<file path="src/rtl/comma_align_pkg.sv">
package comma_align_pkg;
  localparam int unsigned PFX_W = 7;
  localparam logic [PFX_W-1:0] COMMA_PFX_NEG = 7'b0011111;
  localparam logic [PFX_W-1:0] COMMA_PFX_POS = 7'b1100000;

  typedef enum logic [1:0] {
    ST_SEARCH = 2'd0,
    ST_VERIFY = 2'd1,
    ST_LOCKED = 2'd2
  } align_st_e;
endpackage

</file>
<file path="src/rtl/ca_front.sv">
module ca_front #(
  parameter int unsigned SYM_W = 10,
  localparam int unsigned WIN_W = 2 * SYM_W
) (
  input  logic             clk_i,
  input  logic             rst_ni,
  input  logic             rev_en_i,
  input  logic [SYM_W-1:0] data_i,
  output logic [WIN_W-1:0] win_o,
  output logic             primed_o
);
  logic             rev_q;
  logic [SYM_W-1:0] rev_w, word_w;
  logic [SYM_W-1:0] prev_q, cur_q;
  logic [1:0]       fill_q;

  // configuration captured only while reset is held
  always_ff @(posedge clk_i) begin
    if (!rst_ni) rev_q <= rev_en_i;
  end

  for (genvar b = 0; b < SYM_W; b++) begin : g_rev
    assign rev_w[b] = data_i[SYM_W-1-b];
  end

  assign word_w = rev_q ? rev_w : data_i;

  always_ff @(posedge clk_i or negedge rst_ni) begin
    if (!rst_ni) begin
      prev_q <= '0;
      cur_q  <= '0;
      fill_q <= '0;
    end else begin
      prev_q <= cur_q;
      cur_q  <= word_w;
      fill_q <= {fill_q[0], 1'b1};
    end
  end

  assign win_o    = {prev_q, cur_q};
  assign primed_o = fill_q[1];

  p_rev_cfg_hold_r11: assert property (@(posedge clk_i) disable iff (!rst_ni)
    1'b1 |=> $stable(rev_q));
endmodule

</file>
<file path="src/rtl/ca_comma_scan.sv">
module ca_comma_scan
  import comma_align_pkg::*;
#(
  parameter int unsigned SYM_W = 10,
  localparam int unsigned WIN_W = 2 * SYM_W,
  localparam int unsigned OFF_W = $clog2(SYM_W)
) (
  input  logic             clk_i,
  input  logic             rst_ni,
  input  logic [WIN_W-1:0] win_i,
  input  logic             primed_i,
  output logic             hit_o,
  output logic [OFF_W-1:0] hit_off_o
);
  logic [SYM_W-1:0] hits;

  for (genvar k = 0; k < SYM_W; k++) begin : g_off
    logic [PFX_W-1:0] cand;
    assign cand    = win_i[WIN_W-1-k -: PFX_W];
    assign hits[k] = primed_i && (cand == COMMA_PFX_NEG || cand == COMMA_PFX_POS);
  end

  // lowest offset wins
  always_comb begin
    hit_o     = 1'b0;
    hit_off_o = '0;
    for (int k = SYM_W - 1; k >= 0; k--) begin
      if (hits[k]) begin
        hit_o     = 1'b1;
        hit_off_o = OFF_W'(k);
      end
    end
  end

  p_hit_in_range_r4: assert property (@(posedge clk_i) disable iff (!rst_ni)
    hit_o |-> (32'(hit_off_o) < SYM_W));
  p_no_hit_unprimed_r6: assert property (@(posedge clk_i) disable iff (!rst_ni)
    !primed_i |-> !hit_o);
endmodule

</file>
<file path="src/rtl/ca_align_fsm.sv">
module ca_align_fsm
  import comma_align_pkg::*;
#(
  parameter int unsigned SYM_W       = 10,
  parameter int unsigned CONFIRM_CNT = 2,
  parameter int unsigned LOSS_CNT    = 4,
  localparam int unsigned OFF_W = $clog2(SYM_W),
  localparam int unsigned MAX_C = (CONFIRM_CNT > LOSS_CNT) ? CONFIRM_CNT : LOSS_CNT,
  localparam int unsigned CNT_W = $clog2(MAX_C + 1)
) (
  input  logic             clk_i,
  input  logic             rst_ni,
  input  logic             hit_i,
  input  logic [OFF_W-1:0] hit_off_i,
  output logic [OFF_W-1:0] off_o,
  output logic             lock_o,
  output logic             search_o
);
  align_st_e        st_q, st_d;
  logic [OFF_W-1:0] off_q, off_d;
  logic [CNT_W-1:0] cnt_q, cnt_d;
  logic             same_off;

  assign same_off = (hit_off_i == off_q);

  always_comb begin
    st_d  = st_q;
    off_d = off_q;
    cnt_d = cnt_q;
    unique case (st_q)
      ST_SEARCH: if (hit_i) begin
        st_d  = ST_VERIFY;
        off_d = hit_off_i;
        cnt_d = '0;
      end
      ST_VERIFY: if (hit_i) begin
        if (!same_off) begin
          off_d = hit_off_i;
          cnt_d = '0;
        end else if (cnt_q == CNT_W'(CONFIRM_CNT - 1)) begin
          st_d  = ST_LOCKED;
          cnt_d = '0;
        end else begin
          cnt_d = cnt_q + 1'b1;
        end
      end
      ST_LOCKED: if (hit_i) begin
        if (same_off) begin
          cnt_d = '0;
        end else if (cnt_q == CNT_W'(LOSS_CNT - 1)) begin
          st_d  = ST_SEARCH;
          off_d = '0;
          cnt_d = '0;
        end else begin
          cnt_d = cnt_q + 1'b1;
        end
      end
      default: st_d = ST_SEARCH;
    endcase
  end

  always_ff @(posedge clk_i or negedge rst_ni) begin
    if (!rst_ni) begin
      st_q  <= ST_SEARCH;
      off_q <= '0;
      cnt_q <= '0;
    end else begin
      st_q  <= st_d;
      off_q <= off_d;
      cnt_q <= cnt_d;
    end
  end

  assign off_o    = off_q;
  assign lock_o   = (st_q == ST_LOCKED);
  assign search_o = (st_q == ST_SEARCH);

  p_lock_on_match_r8: assert property (@(posedge clk_i) disable iff (!rst_ni)
    $rose(lock_o) |-> $past(hit_i && same_off));
  p_drop_on_mismatch_r9: assert property (@(posedge clk_i) disable iff (!rst_ni)
    $fell(lock_o) |-> $past(hit_i && !same_off));
  p_off_hold_locked_r10: assert property (@(posedge clk_i) disable iff (!rst_ni)
    (lock_o && $past(lock_o)) |-> $stable(off_q));
endmodule

</file>
<file path="src/rtl/ca_barrel.sv">
module ca_barrel #(
  parameter int unsigned SYM_W = 10,
  localparam int unsigned WIN_W = 2 * SYM_W,
  localparam int unsigned OFF_W = $clog2(SYM_W)
) (
  input  logic             clk_i,
  input  logic             rst_ni,
  input  logic [WIN_W-1:0] win_i,
  input  logic [OFF_W-1:0] off_i,
  input  logic             search_i,
  output logic [SYM_W-1:0] sym_o,
  output logic             valid_o
);
  logic [WIN_W-1:0] sh;

  assign sh = win_i << off_i;

  always_ff @(posedge clk_i or negedge rst_ni) begin
    if (!rst_ni) begin
      sym_o   <= '0;
      valid_o <= 1'b0;
    end else begin
      sym_o   <= sh[WIN_W-1 -: SYM_W];
      valid_o <= !search_i;
    end
  end

  p_valid_after_search_r7: assert property (@(posedge clk_i) disable iff (!rst_ni)
    $rose(valid_o) |-> $past(!search_i));
endmodule

</file>
<file path="src/rtl/comma_word_aligner.sv">
module comma_word_aligner #(
  parameter int unsigned SYM_W       = 10,
  parameter int unsigned CONFIRM_CNT = 2,
  parameter int unsigned LOSS_CNT    = 4
) (
  input  logic             clk_i,
  input  logic             rst_ni,
  input  logic             rev_en_i,
  input  logic [SYM_W-1:0] data_i,
  output logic [SYM_W-1:0] sym_o,
  output logic             valid_o,
  output logic             lock_o
);
  localparam int unsigned WIN_W = 2 * SYM_W;
  localparam int unsigned OFF_W = $clog2(SYM_W);

  logic [WIN_W-1:0] win;
  logic             primed, hit, search;
  logic [OFF_W-1:0] hit_off, off;

  ca_front #(.SYM_W(SYM_W)) u_front (
    .clk_i, .rst_ni, .rev_en_i, .data_i,
    .win_o(win), .primed_o(primed)
  );

  ca_comma_scan #(.SYM_W(SYM_W)) u_scan (
    .clk_i, .rst_ni, .win_i(win), .primed_i(primed),
    .hit_o(hit), .hit_off_o(hit_off)
  );

  ca_align_fsm #(.SYM_W(SYM_W), .CONFIRM_CNT(CONFIRM_CNT), .LOSS_CNT(LOSS_CNT)) u_fsm (
    .clk_i, .rst_ni, .hit_i(hit), .hit_off_i(hit_off),
    .off_o(off), .lock_o(lock_o), .search_o(search)
  );

  ca_barrel #(.SYM_W(SYM_W)) u_barrel (
    .clk_i, .rst_ni, .win_i(win), .off_i(off), .search_i(search),
    .sym_o(sym_o), .valid_o(valid_o)
  );

  p_lock_implies_valid_r7: assert property (@(posedge clk_i) disable iff (!rst_ni)
    lock_o |-> valid_o);
endmodule

</file>
<file path="config.mk">
export PLATFORM = sky130hd
export DESIGN_NAME = comma_word_aligner
export DESIGN_NICKNAME = d
export VERILOG_FILES = /design/src/rtl/comma_align_pkg.sv /design/src/rtl/ca_front.sv /design/src/rtl/ca_comma_scan.sv /design/src/rtl/ca_align_fsm.sv /design/src/rtl/ca_barrel.sv /design/src/rtl/comma_word_aligner.sv
export SDC_FILE = /design/constraint.sdc
export NUM_CORES = 1
export LEC_CHECK = 0
export BUFFER_PORTS_ARGS = -buffer_cell sky130_fd_sc_hd__buf_2
export CORE_MARGIN = 1
export CORE_UTILIZATION = 45
export DETAILED_ROUTE_END_ITERATION = 6
export GPL_TIMING_DRIVEN = 0
export PLACE_DENSITY = 0.72
export SYNTH_ARGS = -nofsm -noshare
export SYNTH_HDL_FRONTEND = slang
export SYNTH_SLANG_ARGS = --single-unit
</file>
<file path="constraint.sdc">
create_clock -name clk_i -period 3.6 [get_ports clk_i]
set_input_delay 0.72 -clock clk_i [delete_from_list [all_inputs] [get_ports clk_i]]
set_output_delay 0.72 -clock clk_i [all_outputs]
set_load 0.05 [all_outputs]
</file>
Word-level counts from Yosys, hierarchy flattened
Cells that the tools add are included.

storage, ports and cells
  flip-flop bits (word level) = 43
  input bits = 13
  output and inout port bits = 12
  logic and storage cells = 114

operators by class
  add/sub/neg operators = 1
  eq/ne operators = 33
  shift-type cells = 1
  muxes and demuxes = 44
  reductions and logical operators = 26

operators by type and width
  cell                 number
  $eq 7x5->1 const B   10
  $eq 7x7->1 const B   10
  $mux 4               16
  $mux 3               7
  $shl 20x4->20        1
  $mux 2               7
  $reduce_and 7->1     2
  $pmux 4 s3           1
  $logic_and 1x1->1    10
  $logic_or 1x1->1     10
  $mux 1               10
  $mux 10              1
  $pmux 3 s3           1
  $ne 2x1->1 const B   4
  $ne 2x2->1 const B   4
  $pmux 2 s3           1
  $eq 4x4->1           1
  $reduce_and 4->1     1
  $add 3x1->3 const B  1
  $eq 3x1->1 const B   1
  $eq 3x2->1 const B   1
  $reduce_bool 3->1    1
  $eq 2x1->1 const B   1
  $eq 2x2->1 const B   1
  other kinds (2)      2

Depth between registers and ports, before layout
  depth in word-level cells = 17
  mapped depth = 10
  gate-level depth less buffers = 9

Cells and area by module
From an unflattened synthesis, not the netlist that was laid out.

unflattened totals
  cell total of the unflattened synthesis = 256
  area, all modules = 3,093.0 um^2

by module, submodules not included
  module         times used  cells an instance  area an instance (um^2)  seq. area each (um^2)
  ca_barrel      1           89                 1,208.7                  275.3
  ca_front       1           36                 749.5                    580.6
  ca_align_fsm   1           63                 651.9                    225.2
  ca_comma_scan  1           68                 483.0                    0.0

Worst setup path after synthesis
No wires, ideal clock.

  kind = register -> register
  start = reg u_front.prev_q[1]
  end = reg u_fsm.st_q[0]
  library setup time = 0.128 ns
  arrival = 2.975 ns
  required time = 3.472 ns
  path slack = 0.498 ns
  cell stages (with the launch flop) = 11
  path buffers = 1
  clock period less this slack = 3.102 ns
  cells stage by stage = dfrtp_1 -> buf_6 -> nand2_4 -> or4_4 -> and3_4 -> o211ai_2 -> o211ai_1 -> or4b_4 -> or4b_4 -> o311ai_1 -> mux2_1

on the way
  word-level cells in the longest chain between the ends = 15
  elaborated cells between the ends (all ways) = 53
  classes of those cells = 20 x eq/ne; 18 x mux; 15 x reduce/logical

RTL lines
  item                                                              line                 text
  start: declaration                                                ca_front.sv:14       logic [SYM_W-1:0] prev_q, cur_q;
  start signal: assignment                                          ca_front.sv:34       prev_q <= cur_q;
  $eq 7x5->1 / $eq 7x7->1 (equally long branches)                   ca_comma_scan.sv:20  assign hits[k] = primed_i && (cand == COMMA_PFX_NEG || cand == COMMA_PFX_POS);
  $logic_or 1x1->1                                                  ca_comma_scan.sv:20
  $logic_and 1x1->1                                                 ca_comma_scan.sv:20
  $mux 4 (9 in series)                                              ca_comma_scan.sv:28  if (hits[k]) begin
  $eq 4x4->1                                                        ca_align_fsm.sv:24   assign same_off = (hit_off_i == off_q);
  $ne 2x1->1 (no source line) / $ne 2x2->1 (equally long branches)  n/a
  $reduce_and 7->1 (no source line) (*)                             n/a
  end signal: assignment                                            ca_align_fsm.sv:68   st_q <= st_d;
  end: declaration                                                  ca_align_fsm.sv:19   align_st_e st_q, st_d;

Mark *: on every way between the ends. The rest lies on a longest branch, timed or not.
A chain may end at the register's enable or synchronous reset.

Worst setup path in the final report
  start = reg u_front.cur_q[9]
  end = reg u_fsm.st_q[0]

on the way
  word-level cells in the longest chain between the ends = 16
  elaborated cells between the ends (all ways) = 51
  classes of those cells = 18 x eq/ne; 20 x mux; 13 x reduce/logical

RTL lines
  item                                                              line                 text
  start: declaration                                                ca_front.sv:14
  start signal: assignment                                          ca_front.sv:35       cur_q <= word_w;
  $eq 7x5->1 / $eq 7x7->1 (equally long branches)                   ca_comma_scan.sv:20
  $logic_or 1x1->1                                                  ca_comma_scan.sv:20
  $logic_and 1x1->1                                                 ca_comma_scan.sv:20
  $mux 4 (10 in series)                                             ca_comma_scan.sv:28
  $eq 4x4->1                                                        ca_align_fsm.sv:24
  $ne 2x1->1 (no source line) / $ne 2x2->1 (equally long branches)  n/a
  $reduce_and 7->1 (no source line) (*)                             n/a

Marks and branches as above.

==> summary.log <==
[status] run status finished clean
[logic_synthesis] cell count after synthesis 285
[power] sw frac 0.454
[worst_setup_path] CP max FO 10
[place] number of port buffers 24
[grt] GR Util All Layers 0.207
[sta] worst clock skew 7.89 ps
[grt] initial antenna violation count 0
[worst_setup_path] critical-path cell list clkbuf_1 -> nor4bb_1 -> a22oi_1 -> or4b_1 -> nand2b_1 -> a211o_1 -> o211a_1 -> or4b_4 -> o311ai_1 -> mux2_1
[sta] final worst-path cycle share 0.977
[route] DRC Markers 0
[sta] unrepaired setup endpoints after global routing true
[worst_setup_path] CP Launch Type flop
[power] power dissipated by switching net loads 0.980 mW
[sta] final count of negative-setup-slack endpoints 0
[finish] # nets final 338
[cts] clock root buffer clkbuf_8
[logic_synthesis] number of storage elements in the synthesis netlist 43
[die] Core Box Area 6310 um^2
[grt] busiest grt layer met2
[cts] source-to-sink clock delay at the later pin of the worst-skew pair 300 ps
[grt] met2 routing resource usage after global routing 0.346
[cts] post-cts repair resize count 0
[route] router iterations before antenna repair 5
[cts] clock-pin slew reported for the worst setup and hold paths after clock tree synthesis 90 ps
[power] combinational share of power 0.541
[route] Final ANT Viol Nets 0
[logic_synthesis] area share of the largest cell type after synthesis 0.359
[finish] area of all placed cells without fillers 3260 um^2
[sta] highest clock rate 0.284 GHz
[grt] global-route wire length before repair 10.7 mm
[place] placement-stage cell area 3150 um^2
[finish] ant diodes 0
[power] clock power share 0.153
[worst_setup_path] type of the setup path with the least slack flop to flop
[power] Flop pwr share 0.306
[min_path] Min-Delay Path Class flop to flop
[worst_setup_path] crit-path max cell delay 560 ps
[logic_synthesis] nets in the synthesized netlist 307
[logic_synthesis] mean instance size in the synthesized netlist 10.3 um^2
[grt] met3 Resource Use GR 0.0374
[place] total half-perimeter wirelength after legalization and detailed placement 4.68 mm
[logic_synthesis] sequential cell area fraction in the yosys report 0.369
[route] via-per-instance ratio 5.96
[sta] endpoints failing hold 0
[flow_run] max-cap viol count 0
[die] number of primary I/O pins 25
[power] Leakage 1.30 nW
[die] Starting Density 0.464
[sta] max-slew violation count 0
[grt] maximum number of pins on one net before global-route repair 44
[grt] M1 GR Usage 0.271
[logic_synthesis] number of warnings printed during yosys synthesis 0
[cts] CTS tree built
[logic_synthesis] ranking of synthesized cells by instance count dfrtp_1 (42), nand2_1 (17), o21ai_0 (16)
[finish] layout cell share with drive strength beyond 1 0.243
[grt] final global-route overflow total 0
[logic_synthesis] library cells used by synthesis 60
[die] die outline area 6840 um^2
[worst_setup_path] Critical Path End Type flop
[logic_synthesis] cell with the most instances after synthesis dfrtp_1
[cts] total number of clock tree sinks 43
[logic_synthesis] share of async-settable or async-resettable flops after synthesis 0.977
[finish] count of placed standard cells in the final layout, fillers left out 394
[route] Wirelength per Cell 16.1 um
[route] number of DRC violations after detailed-routing iteration 0 169
[die] Die Y 82.7 um
[die] Cell Rows 29
[worst_setup_path] arrival time reported for the critical path endpoint 3710 ps
[logic_synthesis] number of enable flip-flop cells after synthesis 1
[power] Peak supply drop 0.524 mV
[sta] worst relative slew slack 0.390
[cts] cts bufs inserted 5
[place] weighted congestion at the end of routability-driven global placement 0.861
[logic_synthesis] dominant cells by area after synthesis dfrtp_1 (36%), mux4_2 (9.2%), mux2_2 (5.8%), mux2i_1 (4.4%), ha_1 (3.8%)
[logic_synthesis] cell taking the most area after synthesis dfrtp_1
[cts] Post-CTS Setup Bufs 0
[cts] number of hold buffers added after CTS 0
[route] via count of the routed design 2,349
[worst_setup_path] required time of the critical path 3800 ps
[finish] filler cell count in the final layout 584
[power] total power divided by cell area 664 nW/um^2
[logic_synthesis] dominant synthesized flop cell dfrtp_1
[power] internal power 1.18 mW
[die] Die Span X 82.7 um
[sta] post-route minimum period 3520 ps
[cts] total number of H-tree levels 2
[logic_synthesis] post-synthesis instance area 2930 um^2
[sta] Tightest Pin Transition 915 ps
[grt] vias in the first global route 2,265
[route] total length of routed wires 6.34 mm
[cts] clock tree buffer depth 2
[finish] P&R area growth vs syn 11.1%
[worst_setup_path] Slowest-stage cell, CP or4b_1
[place] number of placed cells counting well taps 386
cells in the final DEF (no fill, tap or decap), types with 4 or more instances in the layout:
cell type / count
clkbuf_8: 5
o31ai_1: 4
a211oi_1: 7
nor3_1: 5
a31oi_1: 5
o22ai_1: 4
nand2_1: 17
ha_1: 9
nand3_1: 5
mux2i_1: 13
o21ai_0: 16
mux2_2: 15
buf_2: 26
inv_1: 14
clkbuf_1: 11
nor2b_1: 5
a21oi_1: 9
nand2b_1: 7
nand4b_1: 4
dfrtp_1: 42
nor2_1: 12
nand3b_1: 5
nor3b_1: 4
mux4_2: 12
metrics by stage:
stage	hold slack, ps	setup slack (ps)	total power [mW]	setup TNS [ps]	utilization
2_1_floorplan	331	498	1.58	0	-
3_3_place_gp	332	183	1.80	0	0.498
3_5_place_dp	335	146	1.82	0	0.498
4_1_cts	356	55.8	2.16	0	0.513
5_1_grt	376	-33.3	2.32	-33.3	0.516
6_report	353	83.3	2.16	0	0.516
final timing paths:
check                             startpoint                end  slack [ps]  cells after the start
setup reg to reg            u_front.cur_q[9]      u_fsm.st_q[0]          80                     10
setup / recovery            u_front.cur_q[9]      u_fsm.st_q[0]          80                     10
max in group asynchronous             rst_ni  u_front.prev_q[1]        2490                      1
hold reg to reg            u_front.fill_q[0]  u_front.fill_q[1]         350                      0
hold / removal             u_front.fill_q[0]  u_front.fill_q[1]         350                      0
min in group asynchronous             rst_ni      u_fsm.st_q[0]         540                      1
state kept, by name (all words and copies together) (netlist names):
name	flops
u_fsm.off_o	4
u_fsm.cnt_q	3
u_barrel.sym_o	10
u_barrel.valid_o	1
u_fsm.st_q	2
u_front.fill_q	2
u_front.prev_q	10
u_front.rev_q	1
u_front.cur_q	10
worst max-delay path: cells and delay by family (launching register included):
family	cells	cell delay [ps]
flip-flops	1	430
AO/OA/AOI/OAI	4	870
multiplexers	1	350
buffers and inverters	1	330
AND/OR/NAND/NOR	4	1430
kinds of logic after synthesis:
logic type	after synthesis	synth area share
buffers and inverters	33	0.0470
adders and majority gates	9	0.0384
DFF	43	0.369
and+or+nand+nor	94	0.201
muxes	41	0.198
AOI/OAI and AO/OA	64	0.145
other	1	0.00128
final cells by class:
| cell class | count | area (um^2) | share of cell area |
|---|---|---|---|
| buffer | 18 | 81.3 | 0.0250 |
| clock buffer | 5 | 68.8 | 0.0211 |
| clock inverter | 3 | 26.3 | 0.00807 |
| inverter | 15 | 56.3 | 0.0173 |
| multi-input combinational | 209 | 1730 | 0.530 |
| sequential | 43 | 1080 | 0.332 |
| tap | 77 | 96.3 | 0.0296 |
| timing repair buffer | 24 | 120 | 0.0369 |
layer usage:
metal  up-vias  routed length [um]
li1       1129                   -
met1      1150                2920
met2        64                3070
met3         6                 321
met4         0                  33
met5         -                   0
power groups by stage:
stage	sequential (mW)	combinational, mW	clock, mW
2_1_floorplan	0.879	0.702	0
3_3_place_gp	0.669	1.14	0
3_5_place_dp	0.671	1.15	0
4_1_cts	0.662	1.15	0.343
5_1_grt	0.681	1.28	0.363
6_report	0.661	1.17	0.331
Power figures use the tool's default switching activity.
